**config.mk**
```make
export PLATFORM = sky130hd
export DESIGN_NAME = wpr_seq
export DESIGN_NICKNAME = d
export VERILOG_FILES = /design/src/rtl/wpr_pkg.sv /design/src/rtl/wpr_rst_sync.sv /design/src/rtl/wpr_latch_ctl.sv /design/src/rtl/wpr_nv_commit.sv /design/src/rtl/wpr_lock_decode.sv /design/src/rtl/wpr_seq.sv
export SDC_FILE = /design/constraint.sdc
export NUM_CORES = 1
export LEC_CHECK = 0
export ABC_AREA = 1
export ABC_CLOCK_PERIOD_IN_PS = 2900
export BUFFER_PORTS_ARGS = -buffer_cell sky130_fd_sc_hd__buf_2
export CORE_MARGIN = 2
export CORE_UTILIZATION = 40
export CTS_CLUSTER_DIAMETER = 40
export DETAILED_ROUTE_END_ITERATION = 8
export GPL_ROUTABILITY_DRIVEN = 0
export PLACE_DENSITY = 0.67
export SETUP_SLACK_MARGIN = 0.3
export SYNTH_ARGS = -nofsm -noshare
export SYNTH_HDL_FRONTEND = slang
export SYNTH_SLANG_ARGS = --single-unit
```
**constraint.sdc**
```tcl
create_clock -name clk -period 2.9 [get_ports clk]
set_clock_uncertainty 0.1 [all_clocks]
set_input_delay 0.29 -clock clk [delete_from_list [all_inputs] [get_ports clk]]
set_output_delay 0.29 -clock clk [all_outputs]
set_load 0.02 [all_outputs]
```
**src/rtl/wpr_pkg.sv**
```systemverilog
package wpr_pkg;
  localparam logic [15:0] REG_ADDR     = 16'hFFFF;
  localparam logic [7:0]  CMD_SET_WEL  = 8'h02;
  localparam logic [7:0]  CMD_SET_RWEL = 8'h06;
  localparam int          BIT_RWEL     = 2;
  localparam int          BIT_WEL      = 1;
  localparam int          BIT_WPEN     = 7;
  localparam int          BIT_BL_HI    = 4;
  localparam int          BIT_BL_LO    = 3;

  typedef logic [1:0] blk_t;
endpackage

```
**src/rtl/wpr_rst_sync.sv**
```systemverilog
module wpr_rst_sync #(
  parameter int STAGES = 2
) (
  input  logic clk,
  input  logic arst_n,
  output logic srst_n
);
  logic [STAGES-1:0] chain_q;

  always_ff @(posedge clk or negedge arst_n) begin
    if (!arst_n) chain_q <= '0;
    else         chain_q <= {chain_q[STAGES-2:0], 1'b1};
  end

  assign srst_n = chain_q[STAGES-1];
endmodule

```
**src/rtl/wpr_latch_ctl.sv**
```systemverilog
module wpr_latch_ctl
  import wpr_pkg::*;
(
  input  logic       clk,
  input  logic       rst_n,
  input  logic       txn_valid,
  input  logic       busy,
  input  logic       is_reg,
  input  logic [7:0] data,
  input  logic       stop,
  input  logic       wp_pin,
  input  logic       wpen_q,
  output logic       wel,
  output logic       rwel,
  output logic       commit_go,
  output logic       commit_wpen,
  output blk_t       commit_bl
);
  logic wel_q, rwel_q, wel_d, rwel_d, fire, reg_fire, shape_ok, pin_block;

  assign fire      = txn_valid && !busy;
  assign reg_fire  = fire && is_reg;
  assign shape_ok  = !data[BIT_RWEL] && data[BIT_WEL];
  assign pin_block = wp_pin && wpen_q;

  always_comb begin
    wel_d     = wel_q;
    rwel_d    = rwel_q;
    commit_go = 1'b0;
    if (reg_fire) begin
      if (rwel_q) begin
        if (shape_ok && stop && !pin_block) begin
          commit_go = 1'b1;
          rwel_d    = 1'b0;
        end
      end else if (!data[BIT_WEL]) begin
        wel_d = 1'b0;
      end else if (data == CMD_SET_WEL) begin
        wel_d = 1'b1;
      end else if (data == CMD_SET_RWEL && wel_q) begin
        rwel_d = 1'b1;
      end
    end
  end

  always_ff @(posedge clk or negedge rst_n) begin
    if (!rst_n) begin
      wel_q  <= 1'b0;
      rwel_q <= 1'b0;
    end else if (reg_fire) begin
      wel_q  <= wel_d;
      rwel_q <= rwel_d;
    end
  end

  assign wel         = wel_q;
  assign rwel        = rwel_q;
  assign commit_wpen = data[BIT_WPEN];
  assign commit_bl   = {data[BIT_BL_HI], data[BIT_BL_LO]};


  busy_hold_chk: assert property (@(posedge clk) disable iff (!rst_n)
    (busy && txn_valid) |=> ($stable(wel_q) && $stable(rwel_q)));

  start_abort_chk: assert property (@(posedge clk) disable iff (!rst_n)
    (rwel_q && reg_fire && shape_ok && !stop) |=> rwel_q);

  pin_abort_chk: assert property (@(posedge clk) disable iff (!rst_n)
    (rwel_q && reg_fire && wp_pin && wpen_q) |=> rwel_q);
endmodule

```
**src/rtl/wpr_nv_commit.sv**
```systemverilog
module wpr_nv_commit
  import wpr_pkg::*;
#(
  parameter int TWC_CYCLES = 50
) (
  input  logic clk,
  input  logic rst_n,
  input  logic nv_rst_n,
  input  logic go,
  input  logic wpen_in,
  input  blk_t bl_in,
  output logic busy,
  output logic wpen,
  output blk_t bl
);
  localparam int CW = $clog2(TWC_CYCLES + 1);

  logic [CW-1:0] cnt_q, cnt_d;
  logic          cnt_en, pend_en, nv_en;
  logic          pend_wpen_q, nv_wpen_q;
  blk_t          pend_bl_q, nv_bl_q;

  assign busy    = (cnt_q != '0);
  assign pend_en = go && !busy;
  assign cnt_en  = pend_en || busy;
  assign nv_en   = (cnt_q == CW'(1));

  always_comb begin
    if (pend_en) cnt_d = CW'(TWC_CYCLES);
    else         cnt_d = cnt_q - CW'(1);
  end

  always_ff @(posedge clk or negedge rst_n) begin
    if (!rst_n)      cnt_q <= '0;
    else if (cnt_en) cnt_q <= cnt_d;
  end

  always_ff @(posedge clk or negedge rst_n) begin
    if (!rst_n) begin
      pend_wpen_q <= 1'b0;
      pend_bl_q   <= '0;
    end else if (pend_en) begin
      pend_wpen_q <= wpen_in;
      pend_bl_q   <= bl_in;
    end
  end

  always_ff @(posedge clk or negedge nv_rst_n) begin
    if (!nv_rst_n) begin
      nv_wpen_q <= 1'b0;
      nv_bl_q   <= '0;
    end else if (nv_en && rst_n) begin
      nv_wpen_q <= pend_wpen_q;
      nv_bl_q   <= pend_bl_q;
    end
  end

  assign wpen = nv_wpen_q;
  assign bl   = nv_bl_q;


  start_busy_chk: assert property (@(posedge clk) disable iff (!rst_n || !nv_rst_n)
    pend_en |=> busy);

  nv_quiet_chk: assert property (@(posedge clk) disable iff (!rst_n || !nv_rst_n)
    !busy |=> ($stable(nv_wpen_q) && $stable(nv_bl_q)));
endmodule

```
**src/rtl/wpr_lock_decode.sv**
```systemverilog
module wpr_lock_decode
  import wpr_pkg::*;
#(
  parameter int AW = 12
) (
  input  blk_t          bl,
  input  logic [AW-1:0] addr,
  output logic          locked
);
  localparam int TOP = AW - 1;

  logic in_upper_half, in_upper_quarter;

  generate
    if (AW >= 2) begin : g_wide
      assign in_upper_half    = addr[TOP];
      assign in_upper_quarter = addr[TOP] && addr[TOP-1];
    end else begin : g_narrow
      assign in_upper_half    = addr[TOP];
      assign in_upper_quarter = addr[TOP];
    end
  endgenerate

  always_comb begin
    unique case (bl)
      2'b00:   locked = 1'b0;
      2'b01:   locked = in_upper_quarter;
      2'b10:   locked = in_upper_half;
      default: locked = 1'b1;
    endcase
  end
endmodule

```
**src/rtl/wpr_seq.sv**
```systemverilog
module wpr_seq
  import wpr_pkg::*;
#(
  parameter int TWC_CYCLES = 50,
  parameter int ARR_AW     = 12
) (
  input  logic        clk,
  input  logic        rst_n,
  input  logic        nv_init_n,
  input  logic        txn_valid,
  input  logic [15:0] txn_addr,
  input  logic [7:0]  txn_data,
  input  logic        txn_stop,
  input  logic        wp_pin,
  output logic        txn_ack,
  output logic        arr_grant,
  output logic        busy,
  output logic        wel,
  output logic        rwel,
  output logic [1:0]  blk_lock,
  output logic        wpen
);
  logic op_rst_n, nv_rst_n, is_reg, go, c_wpen, locked;
  blk_t c_bl, bl_q;
  logic busy_w, wel_w, rwel_w, wpen_w;

  wpr_rst_sync #(.STAGES(2)) u_op_sync (.clk(clk), .arst_n(rst_n),     .srst_n(op_rst_n));
  wpr_rst_sync #(.STAGES(2)) u_nv_sync (.clk(clk), .arst_n(nv_init_n), .srst_n(nv_rst_n));

  assign is_reg = (txn_addr == REG_ADDR);

  wpr_latch_ctl u_latch (
    .clk(clk), .rst_n(op_rst_n), .txn_valid(txn_valid), .busy(busy_w),
    .is_reg(is_reg), .data(txn_data), .stop(txn_stop), .wp_pin(wp_pin),
    .wpen_q(wpen_w), .wel(wel_w), .rwel(rwel_w), .commit_go(go),
    .commit_wpen(c_wpen), .commit_bl(c_bl)
  );

  wpr_nv_commit #(.TWC_CYCLES(TWC_CYCLES)) u_nv (
    .clk(clk), .rst_n(op_rst_n), .nv_rst_n(nv_rst_n), .go(go),
    .wpen_in(c_wpen), .bl_in(c_bl), .busy(busy_w), .wpen(wpen_w), .bl(bl_q)
  );

  wpr_lock_decode #(.AW(ARR_AW)) u_dec (
    .bl(bl_q), .addr(txn_addr[ARR_AW-1:0]), .locked(locked)
  );

  assign txn_ack   = txn_valid && !busy_w;
  assign arr_grant = txn_ack && !is_reg && wel_w && !locked;
  assign busy      = busy_w;
  assign wel       = wel_w;
  assign rwel      = rwel_w;
  assign blk_lock  = bl_q;
  assign wpen      = wpen_w;


  full_lock_chk: assert property (@(posedge clk) disable iff (!op_rst_n)
    arr_grant |-> (bl_q != 2'b11));

  commit_clear_chk: assert property (@(posedge clk) disable iff (!op_rst_n || !nv_rst_n)
    go |=> (busy_w && !rwel_w));
endmodule

```
; ---- Yosys cells after proc, flatten, opt, wreduce, memory -nomap -nowiden
; Index checks and enable logic that the tools add are counted.
[classes]
add_sub_neg = 1
n_eq_ne = 7
n_mux = 12
bitwise = 1
n_reduce_logical = 22
[ops]
columns = cell, n
row1 = "== test 16 bit, second input constant", 1
row2 = logical AND 1 bit, 13
row3 = two-way mux 1 bit, 10
row4 = "== test 8 x 2 -> 1 bit, second input constant", 1
row5 = "== test 8 x 3 -> 1 bit, second input constant", 1
row6 = "== test 6 x 1 -> 1 bit, second input constant", 1
row7 = two-way mux 6 bit, 1
row8 = nonzero test 6 bit, 1
row9 = "subtractor 6 x 1 -> 6 bit, second input constant", 1
row10 = zero test 1 bit, 5
row11 = one-hot mux 1 bit (3 select lines), 1
row12 = AND reduction 3 bit, 1
row13 = "== test 2 x 1 -> 1 bit, second input constant", 1
row14 = "== test 2 bit, second input constant", 1
row15 = zero test 2 bit, 1
row16 = "!= test 2 x 1 -> 1 bit, second input constant", 1
row17 = logical OR 1 bit, 1
row18 = inverter 1 bit, 1
[word_totals]
register_bits = 18
input_bits = 30
output_inout_bits = 8
word_cells = 52

; ---- Longest topological paths before layout
; Gate-level depths: netlist of the first run.
[depth]
depth_word = 9
mapped_depth = 9
ltp_nobuf = 9

; ---- Hierarchy
; From an unflattened synthesis of the first run, not the netlist that was laid out.
[unflattened]
cells_unflattened = 125
hier_area_um2 = 1022.2
[by_module_without_submodules]
columns = module, instances, cells_per_inst, area_per_inst_um2, seq_area_each_um2
row1 = wpr_nv_commit, 1, 67, 635.6, 300.3
row2 = wpr_latch_ctl, 1, 30, 187.7, 50.0
row3 = wpr_rst_sync, 2, 3, 53.8, 50.0
row4 = wpr_seq, 1, 19, 77.6, 0.0
row5 = wpr_lock_decode, 1, 3, 13.8, 0.0

; ---- Worst setup path after synthesis of the first run
; Ideal clock, no wire load.
[synth_timing]
path_type = register -> output
startpoint = register u_nv.cnt_q[0]
endpoint = output arr_grant
arrival_ns = 1.608
required_ns = 2.510
slack_ns = 0.902
path_stages_with_launch = 7
n_path_buf = 0
cell_sequence = dfrtp_1 -> inv_1 -> ha_1 -> nand3_4 -> nor2_4 -> inv_2 -> nor3_1
[synth_via]
elab_chain_cells = 6
[synth_lines]
columns = element, line
row1 = "start, declared", wpr_nv_commit.sv:18  ; logic [CW-1:0] cnt_q, cnt_d;
row2 = "start signal, assigned", wpr_nv_commit.sv:35  ; else if (cnt_en) cnt_q <= cnt_d;
row3 = nonzero test 6 bit, wpr_nv_commit.sv:23  ; assign busy = (cnt_q != '0);
row4 = named net busy, wpr_seq.sv:17  ; output logic busy,
row5 = zero test 1 bit, wpr_seq.sv:48  ; assign txn_ack = txn_valid && !busy_w;
row6 = logical AND 1 bit, wpr_seq.sv:48
row7 = named net txn_ack, wpr_seq.sv:15  ; output logic txn_ack,
row8 = logical AND 1 bit (3 in a row), wpr_seq.sv:49  ; assign arr_grant = txn_ack && !is_reg && wel_w && !locked;
row9 = "end, declared", wpr_seq.sv:16  ; output logic arr_grant,
; The timed path passes the listed nets, and every way through them passes these cells.

; ---- Worst setup path in the final report of the first run
[layout_timing]
startpoint = register u_nv.cnt_q[0]
endpoint = output arr_grant
[layout_via]
elab_chain_cells = 6
[layout_lines]
columns = element, line
row1 = nonzero test 6 bit, wpr_nv_commit.sv:23
row2 = zero test 1 bit, wpr_seq.sv:48
row3 = logical AND 1 bit, wpr_seq.sv:48
row4 = logical AND 1 bit (3 in a row), wpr_seq.sv:49
; Every way passes these cells.

==> results of run 1 <==
how the worst min path moves through the flow:
stage | slack, ns | depth (start not counted) | endpoint | from
global placement | -0.06 | 0 | u_nv.wpen | u_nv_sync.chain_q[1]
detailed placement | -0.06 | 0 | u_nv.bl[1] | u_nv_sync.chain_q[1]
global route | 0.14 | 0 | u_nv.pend_wpen_q | u_op_sync.chain_q[1]
finish | 0.08 | 0 | u_nv.pend_wpen_q | u_op_sync.chain_q[1]
floorplan | -0.11 | 0 | u_nv_sync.chain_q[0] | nv_init_n
CTS | 0.11 | 0 | u_nv.pend_wpen_q | u_op_sync.chain_q[1]
where the power goes:
group          switching [uW]  internal, uW
registers                3.56           254
logic                    14.7          19.8
clock network            73.7          76.5
total                    92.0           350
sequential cells by signal (all words and copies together), names as in the netlist:
| name | flops |
|---|---|
| u_nv.cnt_q | 6 |
| u_nv.wpen | 1 |
| u_nv.pend_wpen_q | 1 |
| u_op_sync.chain_q | 2 |
| u_nv.bl | 2 |
| u_nv_sync.chain_q | 2 |
| u_nv.pend_bl_q | 2 |
| u_latch.rwel | 1 |
| u_latch.wel | 1 |
per-stage QoR:
step	total power [uW]	worst slack, ns	utilization [%]	hold slack (ns)	cell area [um^2]
floorplan	271	0.902	-	-0.106	1010
global placement	293	1.19	50.1	-0.0573	1220
detailed placement	294	1.14	50.1	-0.0557	1220
CTS	448	0.811	52.8	0.114	1280
global route	466	0.671	52.8	0.141	1280
finish	442	0.827	52.8	0.0833	1280
layout make-up:
cell class	instances	area, um^2
fill	239	1150
multi-input combinational	84	477
sequential	18	450
timing repair buffer	40	215
inverter	18	67.6
tap	30	37.5
clock buffer	4	36.3
synth_stat cells (all sizes together):
library cell / number / area, um^2
ha: 3 / 37.5
dfrtp: 18 / 450
nand2: 32 / 128
xor2: 1 / 8.76
nor3: 2 / 10.0
inv: 18 / 67.6
nor2: 17 / 91.3
conb: 1 / 3.75
buf: 1 / 11.3
nand4: 3 / 18.8
nand3: 12 / 85.1
mux2: 3 / 33.8
o21ai: 9 / 56.3
critical path, cell delays in order (launching register included):
cell     delay (ns)
dfrtp_1        0.41
inv_1          0.11
ha_1           0.21
nand3_4        0.13
nor2_4         0.15
inv_2          0.07
nor3_1         0.13
buf_2          0.19
cell families (layout without fill, tap and decap cells):
logic type	count (synthesis)	count (layout)
XOR/XNOR	1	1
AO/OA/AOI/OAI	9	9
adder cells (fa/ha/maj)	3	3
buffers and inverters	19	62
flip-flops	18	18
multiplexers	3	3
AND/OR/NAND/NOR	66	66
other	1	2
per-layer routing:
| layer | wire length [um] | vias to the layer above | track usage, % |
|---|---|---|---|
| met5 | 0 | - | 0 |
| met4 | 22 | 0 | 5.00 |
| met3 | 127 | 2 | 2.50 |
| met2 | 976 | 32 | 28.0 |
| met1 | 809 | 390 | 17.1 |
| li1 | - | 464 | - |
==> summary.md, run 1 <==
| Metric | Value |
|---|---|
| Status | complete, no violations |
| Initial core utilization | 41.2% |
| WL final | between 1.5 and 2 mm |
| RSZ-0062 raised after global routing | no |
| Clock transition at the registers of the reported paths | 0.10 ns |
| Compound-Gate Fraction of Synth Area | under 10% |
| # IOs | 38 |
| Initial antenna violation count | 0 |
| Total Neg Setup Slack | 0 ns |
| Area grow syn2layout | 28.1% |
| CP endpoint | arr_grant |
| DIE WIDTH | 54.1 um |
| Worst path required time | between 2 and 3 ns |
| Data arrival, critical path | 1.68 ns |
| Nets | 198 |
| Vias in the first global route | 805 |
| H-tree level count | 1 |
| Xor/xnor cell area share of the yosys netlist | less than 1% |
| CP Max Fanout | 7 |
| Reg-to-Reg End | u_nv.cnt_q[1] |
| Synthesized flop and latch total | 18 |
| Commonest non-fill, non-tap cell in the layout | buf_2 |
| Routed vias | around 890 |
| Port buffer count | 37 |
| Crit path kind | flip-flop to output pin |
| Inst Count DP | 187 |
| Setup violators final | 0 |
| First-pass GRT wire length | approximately 3.1 mm |
| CTS sink cnt | 18 |
| Initial drt markers | 7 |
| CTS buffer count | 3 |
| TritonCTS clock tree | done |
| Reg2Reg Depth | 7 |
| Share of cells above drive strength 1 | a little over a third |
| Mux share of post-synthesis cell area | 3.37% |
| CTS hold repair buffers | 3 |
| Post-Synth Adder-Cell Area | between 3 and 4% |
| Worst R2R Start | u_nv.cnt_q[0] |
| Peak VDD IR | about 0.3 mV |
| Tcrit/Tclk final | between 70% and 80% |
| DR WL/cell | around 10 um |
| P_leak | 0.000704 uW |
| Total grt overflow | 0 |
| Critical Path Start | u_nv.cnt_q[0] |
| Pin count of the biggest net entering global routing | 13 |
| Cell Area, Synth | around 1000 um^2 |
| Reg2reg setup slack | 1.32 ns |
| DR vias/cell | ~4.6 |
| Simple-gate share of the synthesized area | around 33% |
| Post-CTS sizing | 0 |
| Crit path time final | a little over 2 ns |
| Clock latency on the worst-skew pair | 0.29 ns |
| Power Density | between 300 and 400 nW/um^2 |
| Die height | between 50 and 60 um |
| Final Hold Fails | 0 |
| Final Non-Filler Cells | roughly 190 |
| Synthesis Warnings | 0 |
| Syn Inst Count | 120 |
| Die footprint | 2920 um^2 |
| HP Class | flip-flop to asynchronous set/reset pin |
| Sequential area share after synthesis | between 40% and 50% |
| Distinct cells, synth | 19 |
| Max Freq | just under 500 MHz |
| Avg Cell Area, Syn | between 8 and 9 um^2 |
| Most frequent cells in the layout | buf_2 (37), nand2_1 (29), dfrtp_1 (18) |
| Number of diodes | 0 |
| Final Max Slew Viols | 0 |
| Largest family of logic cells by synthesized area | simple AND/OR/NAND/NOR gates |
| CP Capture Type | output pin |
| DRT Pass-1 Iters | 4 |
| CTS root buf | clkbuf_4 |
| DRC | 0 |
| All-layer global routing usage | between 10 and 15% |
| Routed Antenna Nets | 0 |
| Max Root-Sink Buffers | 2 |
| Max-cap viol count | 0 |
| Detail Placement HPWL | approximately 1.6 mm |
| CP startpoint kind | flip-flop |
| Postcts setup bufs | 0 |
| Core Box Area | approximately 2400 um^2 |
| Rows | 18 |
(Power assumes the default switching activity.)
==> run 2, diff against run 1 <==
- ABC_AREA: 1 -> 0
- ABC_CLOCK_PERIOD_IN_PS: 2900 -> 2000
- PLACE_DENSITY: 0.67 -> 0.69
- clock period: 2.9 -> 2 ns (I/O delays scaled with it)
==> run 2 against run 1 <==
Clock power up 47%. Largest power group unchanged. Core utilization is 8.5 points higher. Worst setup slack lost 0.69 ns. Critical path depth is 3 lower. Sequential cell count is the same. Die area is 9.8% lower. Power grew 45%. Combinational power is 49% higher. Non-clock buffer count up 12. Routed wire length grew 5.0%. Sequential power increased by 44%. Critical endpoint is now busy.
==> summary.md, run 2 <==
| Metric | Value |
|---|---|
| All-layer global routing usage | 15.2% (+0.20 points) |
| DR WL/cell | 12.7 um (+27%) |
| Ranking of synthesized cells by area | dfrtp_1 (50%), mux2_2 (6.3%), mux2_4 (5.0%) |
| CP Capture Type | output pin |
| Fillers | 184 (-23%) |
| Total grt overflow | 0 (unchanged) |
| Share of flip-flops with an asynchronous set or reset | 100% (unchanged) |
| # IOs | 38 (unchanged) |
| Vias in the first global route | 699 (-13%) |
| DRT Pass-1 Iters | 4 (unchanged) |
| First-pass GRT wire length | 3.01 mm (-4.4%) |
| WL final | 2.03 mm (+5.0%) |
| Synthesis Warnings | 0 (unchanged) |
| Max Root-Sink Buffers | 2 (unchanged) |
| Sequential area share after synthesis | 50.3% (+5.3 points) |
| Synthesized flop and latch total | 18 (unchanged) |
| Cell Area, Synth | 896 um^2 (-11%) |
| Final Max Slew Viols | 0 (unchanged) |
| Final Non-Filler Cells | 160 (-18%) |
| Post-synth top cells | dfrtp_1 (18), mux2_2 (5), nor2_1 (5) |
| Max-cap viol count | 0 (unchanged) |
| Top FF cell, synth | dfrtp_1 |
| Peak VDD IR | 0.403 mV (+32%) |
| DR vias/cell | 4.97 (+8.6%) |
| Avg Cell Area, Syn | 11.8 um^2 (+41%) |
| Area grow syn2layout | 48.3% |
| DIE WIDTH | 51.3 um (-5.1%) |
| CTS root buf | clkbuf_4 |
| Crit path kind | flip-flop to output pin |
| CTS sink cnt | 18 (unchanged) |
| CP startpoint kind | flip-flop |
| Die height | 51.3 um (-5.1%) |
| Final Hold Fails | 0 (unchanged) |
| Max FFs per register | 6 (unchanged) |
| P_leak | 0.000686 uW (-2.5%) |
| Reg with most FFs | u_nv.cnt_q |
| Initial antenna violation count | 0 (unchanged) |
| Worst path required time | 1.70 ns (-0.81 ns) |
| TritonCTS clock tree | done |
| Syn Inst Count | 76 (-37%) |
| CP Max Fanout | 6 (-1) |
| Nets | 166 (-16%) |
| Number of synthesized flops with an enable pin | 0 (unchanged) |
| Detail Placement HPWL | 1.54 mm (-5.0%) |
| Core Box Area | 2170 um^2 (-11%) |
| H-tree level count | 1 (unchanged) |
| Clock latency on the worst-skew pair | 0.29 ns (about the same) |
| Crit path time final | approximately 1.9 ns |
| Data arrival, critical path | 1.56 ns (-0.12 ns) |
| Number of diodes | 0 (unchanged) |
| Routed vias | 795 (-10%) |
| Rows | 17 (-1) |
| Most frequent cell after synthesis | dfrtp_1 |
| Distinct cells, synth | 28 (+9) |
| Synth top area share | 50.3% (+5.3 points) |
| Most frequent cells in the layout | buf_2 (35), dfrtp_1 (15), buf_4 (12) |
| CTS buffer count | 3 (unchanged) |
| Clock transition at the registers of the reported paths | 0.10 ns (about the same) |
| Port buffer count | 37 (unchanged) |
| Min Hold Slack | 0.0523 ns (-0.0309 ns) |
| Total Neg Setup Slack | 0 ns (unchanged) |
| Pin count of the biggest net entering global routing | 12 (-1) |
| Setup violators final | 0 (unchanged) |
| DRC | 0 (unchanged) |
| Routed Antenna Nets | 0 (unchanged) |
| HP Class | input port to flip-flop |
| Power Density | 482 nW/um^2 (+40%) |
| Commonest non-fill, non-tap cell in the layout | buf_2 |
| Tcrit/Tclk final | 93.1% |
| Max Freq | roughly 540 MHz |
| Share of cells above drive strength 1 | 58.3% (+23 points) |
| Initial drt markers | 9 (+2) |
| Inst Count DP | 144 (-23%) |
| Status | complete, no violations |
| Die footprint | 2630 um^2 (-9.8%) |
| RSZ-0062 raised after global routing | yes |
| Initial core utilization | 41.3% (+0.088 points) |
| Post-synth top area cell | dfrtp_1 |
run 2: cell count changes after synthesis, moves of 3 or more:
cell     previous run  this run
o21ai_0             6         3
nor2_4              3         0
o21ai_2             3         0
nor2_1             12         5
a31oi_1             0         3
mux2_4              0         3
inv_1              17         4
nand2_1            29         4
nand2_2             3         0
nand3_1            10         1
run 2: worst max-delay path: stages, from the launching register on:
cell and delay, ns:
dfrtp_2 0.46, nor4_4 0.32, and2_4 0.21, inv_1 0.10, buf_2 0.18
run 2: kinds of logic (layout without fill, tap and decap cells):
family                     Yosys count  after routing  synth area share (%)
AOI/OAI and AO/OA                   11             11                  7.68
xor gates and xnor gates             2              2                  1.96
adders and majority gates            3              3                  4.19
buffers and inverters                5             60                  2.23
DFF                                 18             18                  50.3
muxes                                9              9                  12.4
other                                1              2                 0.419
and+or+nand+nor                     27             27                  20.8
run 2: path summary, 6_finish.rpt:
path	from	end	slack [ns]	cells past startpoint
setup / recovery	u_nv.cnt_q[2]	busy	0.14	4
hold / removal	txn_data[7]	u_nv.pend_wpen_q	0.05	2
setup reg to reg	u_nv.cnt_q[4]	u_nv.pend_bl_q[1]	0.27	5
hold reg to reg	u_op_sync.chain_q[1]	u_nv.cnt_q[5]	0.10	1
max in group asynchronous	u_nv_sync.chain_q[1]	u_nv.bl[1]	1.16	1
min in group asynchronous	rst_n	u_op_sync.chain_q[1]	0.10	2
run 2: through the flow:
step	instance area (um^2)	total power [uW]	util [%]	worst slack (ns)
final	1330	641	61.2	0.139
after global routing	1330	664	61.2	0.0505
after CTS	1300	647	59.7	0.147
after detailed placement	1140	424	52.7	0.214
after global placement	1140	421	52.7	0.253
after floorplan	907	387	-	0.310
run 2: layout make-up:
| type | count | area, um^2 | share of cell area (%) |
|---|---|---|---|
| tap | 28 | 35.0 | 2.64 |
| clock buffer | 4 | 36.3 | 2.73 |
| inverter | 4 | 15.0 | 1.13 |
| multi-input combinational | 54 | 470 | 35.4 |
| sequential | 18 | 454 | 34.2 |
| timing repair buffer | 52 | 318 | 23.9 |
run 2: power by group:
group	leakage (uW)	total (uW)	internal [uW]	switching, uW
registers	0.000233	369	368	1.49
logic	0.000432	51.4	29.1	22.3
clock network	0.0000210	220	111	110
run 2: what timing repair did:
| item | 4_1_cts | 5_1_grt |
|---|---|---|
| gates resized for setup | 12 | 6 |
| setup endpoints to repair | 7 | 10 |
| hold buffers | 3 | 0 |
| buffers inserted | 8 | 1 |
| pin swaps | 3 | 0 |
| endpoints found under the hold margin | 7 | 0 |
run 2: metal layers:
| metal | vias up | routed length [um] | GRT usage [%] |
|---|---|---|---|
| met5 | - | 0 | 0 |
| met3 | 2 | 63 | 1.75 |
| met4 | 0 | 8 | 5.26 |
| li1 | 390 | - | - |
| met2 | 19 | 994 | 24.7 |
| met1 | 384 | 965 | 21.0 |
==> run 3, diff against run 2 <==
- CAP_MARGIN: unset -> 20
- HOLD_SLACK_MARGIN: unset -> 0.08
==> run 3 against run 2 <==
Combinational power grew 8.6%. Clock-buffer cell count is the same. Sequential cell count is the same. Routed wire length shrank 0.20%. Core utilization grew 1.4 points. Register-to-register slack is essentially flat. Critical path depth is the same. Critical path type unchanged. Design area grew 2.3%.
==> summary.md, run 3 (synthesis results as in run 2) <==
| Metric | Value |
|---|---|
| Nets | 169 (+1.8%) |
| DIE WIDTH | 51.3 um (unchanged) |
| Final Hold Fails | 0 (unchanged) |
| Status | complete, no violations |
| Clock transition at the registers of the reported paths | 0.10 ns (about the same) |
| Vias in the first global route | 719 (+2.9%) |
| Final Max Slew Viols | 0 (unchanged) |
| CP Capture Type | output pin |
| CP max stage delay | 0.46 ns (about the same) |
| First-pass GRT wire length | 3.08 mm (+2.3%) |
| CTS sink cnt | 18 (unchanged) |
| Initial antenna violation count | 0 (unchanged) |
| WL final | 2.03 mm (-0.20%) |
| Most frequent cells in the layout | buf_2 (35), dfrtp_1 (15), buf_4 (12) |
| DR vias/cell | 4.95 (-0.36%) |
| Critical Path Start | u_nv.cnt_q[2] |
| Max-cap viol count | 0 (unchanged) |
| Detail Placement HPWL | 1.54 mm (unchanged) |
| Total Neg Setup Slack | 0 ns (unchanged) |
| Routed Antenna Nets | 0 (unchanged) |
| DRT Pass-1 Iters | 4 (unchanged) |
| All-layer global routing usage | 15.5% (+0.31 points) |
| Initial core utilization | 41.3% (unchanged) |
| CTS buffer count | 3 (unchanged) |
| CTS root buf | clkbuf_4 |
| Core Box Area | 2170 um^2 (unchanged) |
| Share of cells above drive strength 1 | 57.0% (-1.3 points) |
| Power Density | 474 nW/um^2 (-1.8%) |
| Pin count of the biggest net entering global routing | 12 (unchanged) |
| Fillers | 183 (-0.54%) |
| Max Root-Sink Buffers | 2 (unchanged) |
| Total grt overflow | 0 (unchanged) |
| Reg with most FFs | u_nv.cnt_q |
| Slowest cell on the critical path | dfrtp_2 |
| Routed vias | 807 (+1.5%) |
| Worst R2R Start | u_nv.cnt_q[4] |
| P_leak | 0.000698 uW (+1.8%) |
| Data arrival, critical path | 1.56 ns (about the same) |
| Clock latency on the worst-skew pair | 0.28 ns (about the same) |
| CP startpoint kind | flip-flop |
| HP Class | flip-flop to asynchronous set/reset pin |
| Tcrit/Tclk final | 93.0% (-0.095 points) |
| Rows | 17 (unchanged) |
| DRC | 0 (unchanged) |
| Max Freq | 538 MHz (+0.10%) |
| # IOs | 38 (unchanged) |
| Worst path required time | 1.70 ns (about the same) |
| Reg-to-Reg End | u_nv.pend_bl_q[1] |
| Reg2Reg Depth | 5 (unchanged) |
| Area grow syn2layout | 51.7% |
| Port buffer count | 37 (unchanged) |
| Initial drt markers | 10 (+1) |
| Number of diodes | 0 (unchanged) |
| CP endpoint | busy |
| Commonest non-fill, non-tap cell in the layout | buf_2 |
| Reg2reg setup slack | 0.27 ns (about the same) |
| TritonCTS clock tree | done |
| DR WL/cell | 12.4 um (-2.0%) |
| Crit path kind | flip-flop to output pin |
| H-tree level count | 1 (unchanged) |
| Die footprint | 2630 um^2 (unchanged) |
| Peak VDD IR | 0.394 mV (-2.2%) |
| CP Max Fanout | 6 (unchanged) |
| Die height | 51.3 um (unchanged) |
| Setup violators final | 0 (unchanged) |
| Critical path cell sequence | nor4_4, and2_4, inv_1, buf_2 |
| Post-layout util | 62.6% (+1.4 points) |
| RSZ-0062 raised after global routing | yes |
| Max FFs per register | 6 (unchanged) |
| Crit path time final | 1.86 ns (-0.00190 ns) |
## run 3: cell count changes in the layout (fill, tap and decap cells not counted)
cell	change
dlygate4sd3_1	+3
## run 3: per-layer routing
layer	track usage, %	share of wire [%]	wire length, um	vias up
met2	25.5	49	991	21
met4	5.26	0.39	8	0
met5	0	0	0	-
met1	21.2	47	961	388
met3	1.75	3.3	67	2
li1	-	-	-	396
## run 3: repair_timing
item,in CTS,in global routing
resized for setup,12,6
hold buffers,6,0
pin swaps,3,0
setup endpoints to repair,7,10
endpoints found under the hold margin,10,0
setup buffers,8,1
## run 3: power by group
part	switching [uW]	leakage, uW	internal, uW	total (uW)
combinational	22.8	0.000445	32.9	55.8
clock	108	0.0000210	111	219
sequential	1.33	0.000233	368	369
total	132	0.000698	511	644
## run 3: worst min path at each step
stage / start / end / slack [ns] / cells past startpoint
global placement: rst_n / u_op_sync.chain_q[0] / -0.11 / 1
detailed placement: rst_n / u_op_sync.chain_q[0] / -0.11 / 1
floorplan: nv_init_n / u_nv_sync.chain_q[0] / -0.20 / 0
CTS: u_op_sync.chain_q[1] / u_nv.cnt_q[1] / 0.1 / 1
global route: nv_init_n / u_nv_sync.chain_q[1] / 0.10 / 2
finish: u_op_sync.chain_q[1] / u_nv.cnt_q[1] / 0.09 / 1
## run 3: layout make-up
type	count	area [um^2]	area share (%)
Clock buffer	4	36.3	2.67
Timing Repair Buffer	55	348	25.6
Sequential cell	18	454	33.4
Inverter	4	15.0	1.10
Tap cell	28	35.0	2.58
Multi-Input combinational cell	54	470	34.6
## run 3: per-stage QoR
stage               setup WS [ns]  instances  instance area (um^2)  hold WS, ns  total power [uW]
floorplan                   0.310         77                   907       -0.196               387
global placement            0.253        144                  1140       -0.114               421
detailed placement          0.214        144                  1140       -0.113               424
CTS                         0.147        162                  1330       0.0969               652
global route               0.0505        163                  1360        0.103               668
finish                      0.141        163                  1360       0.0939               644
## run 3: worst max-delay path: cells and delay by family (launching register included)
kind          cells  cell delay, ns
flops             1            0.46
simple gates      2            0.53
buf+inv           2            0.28
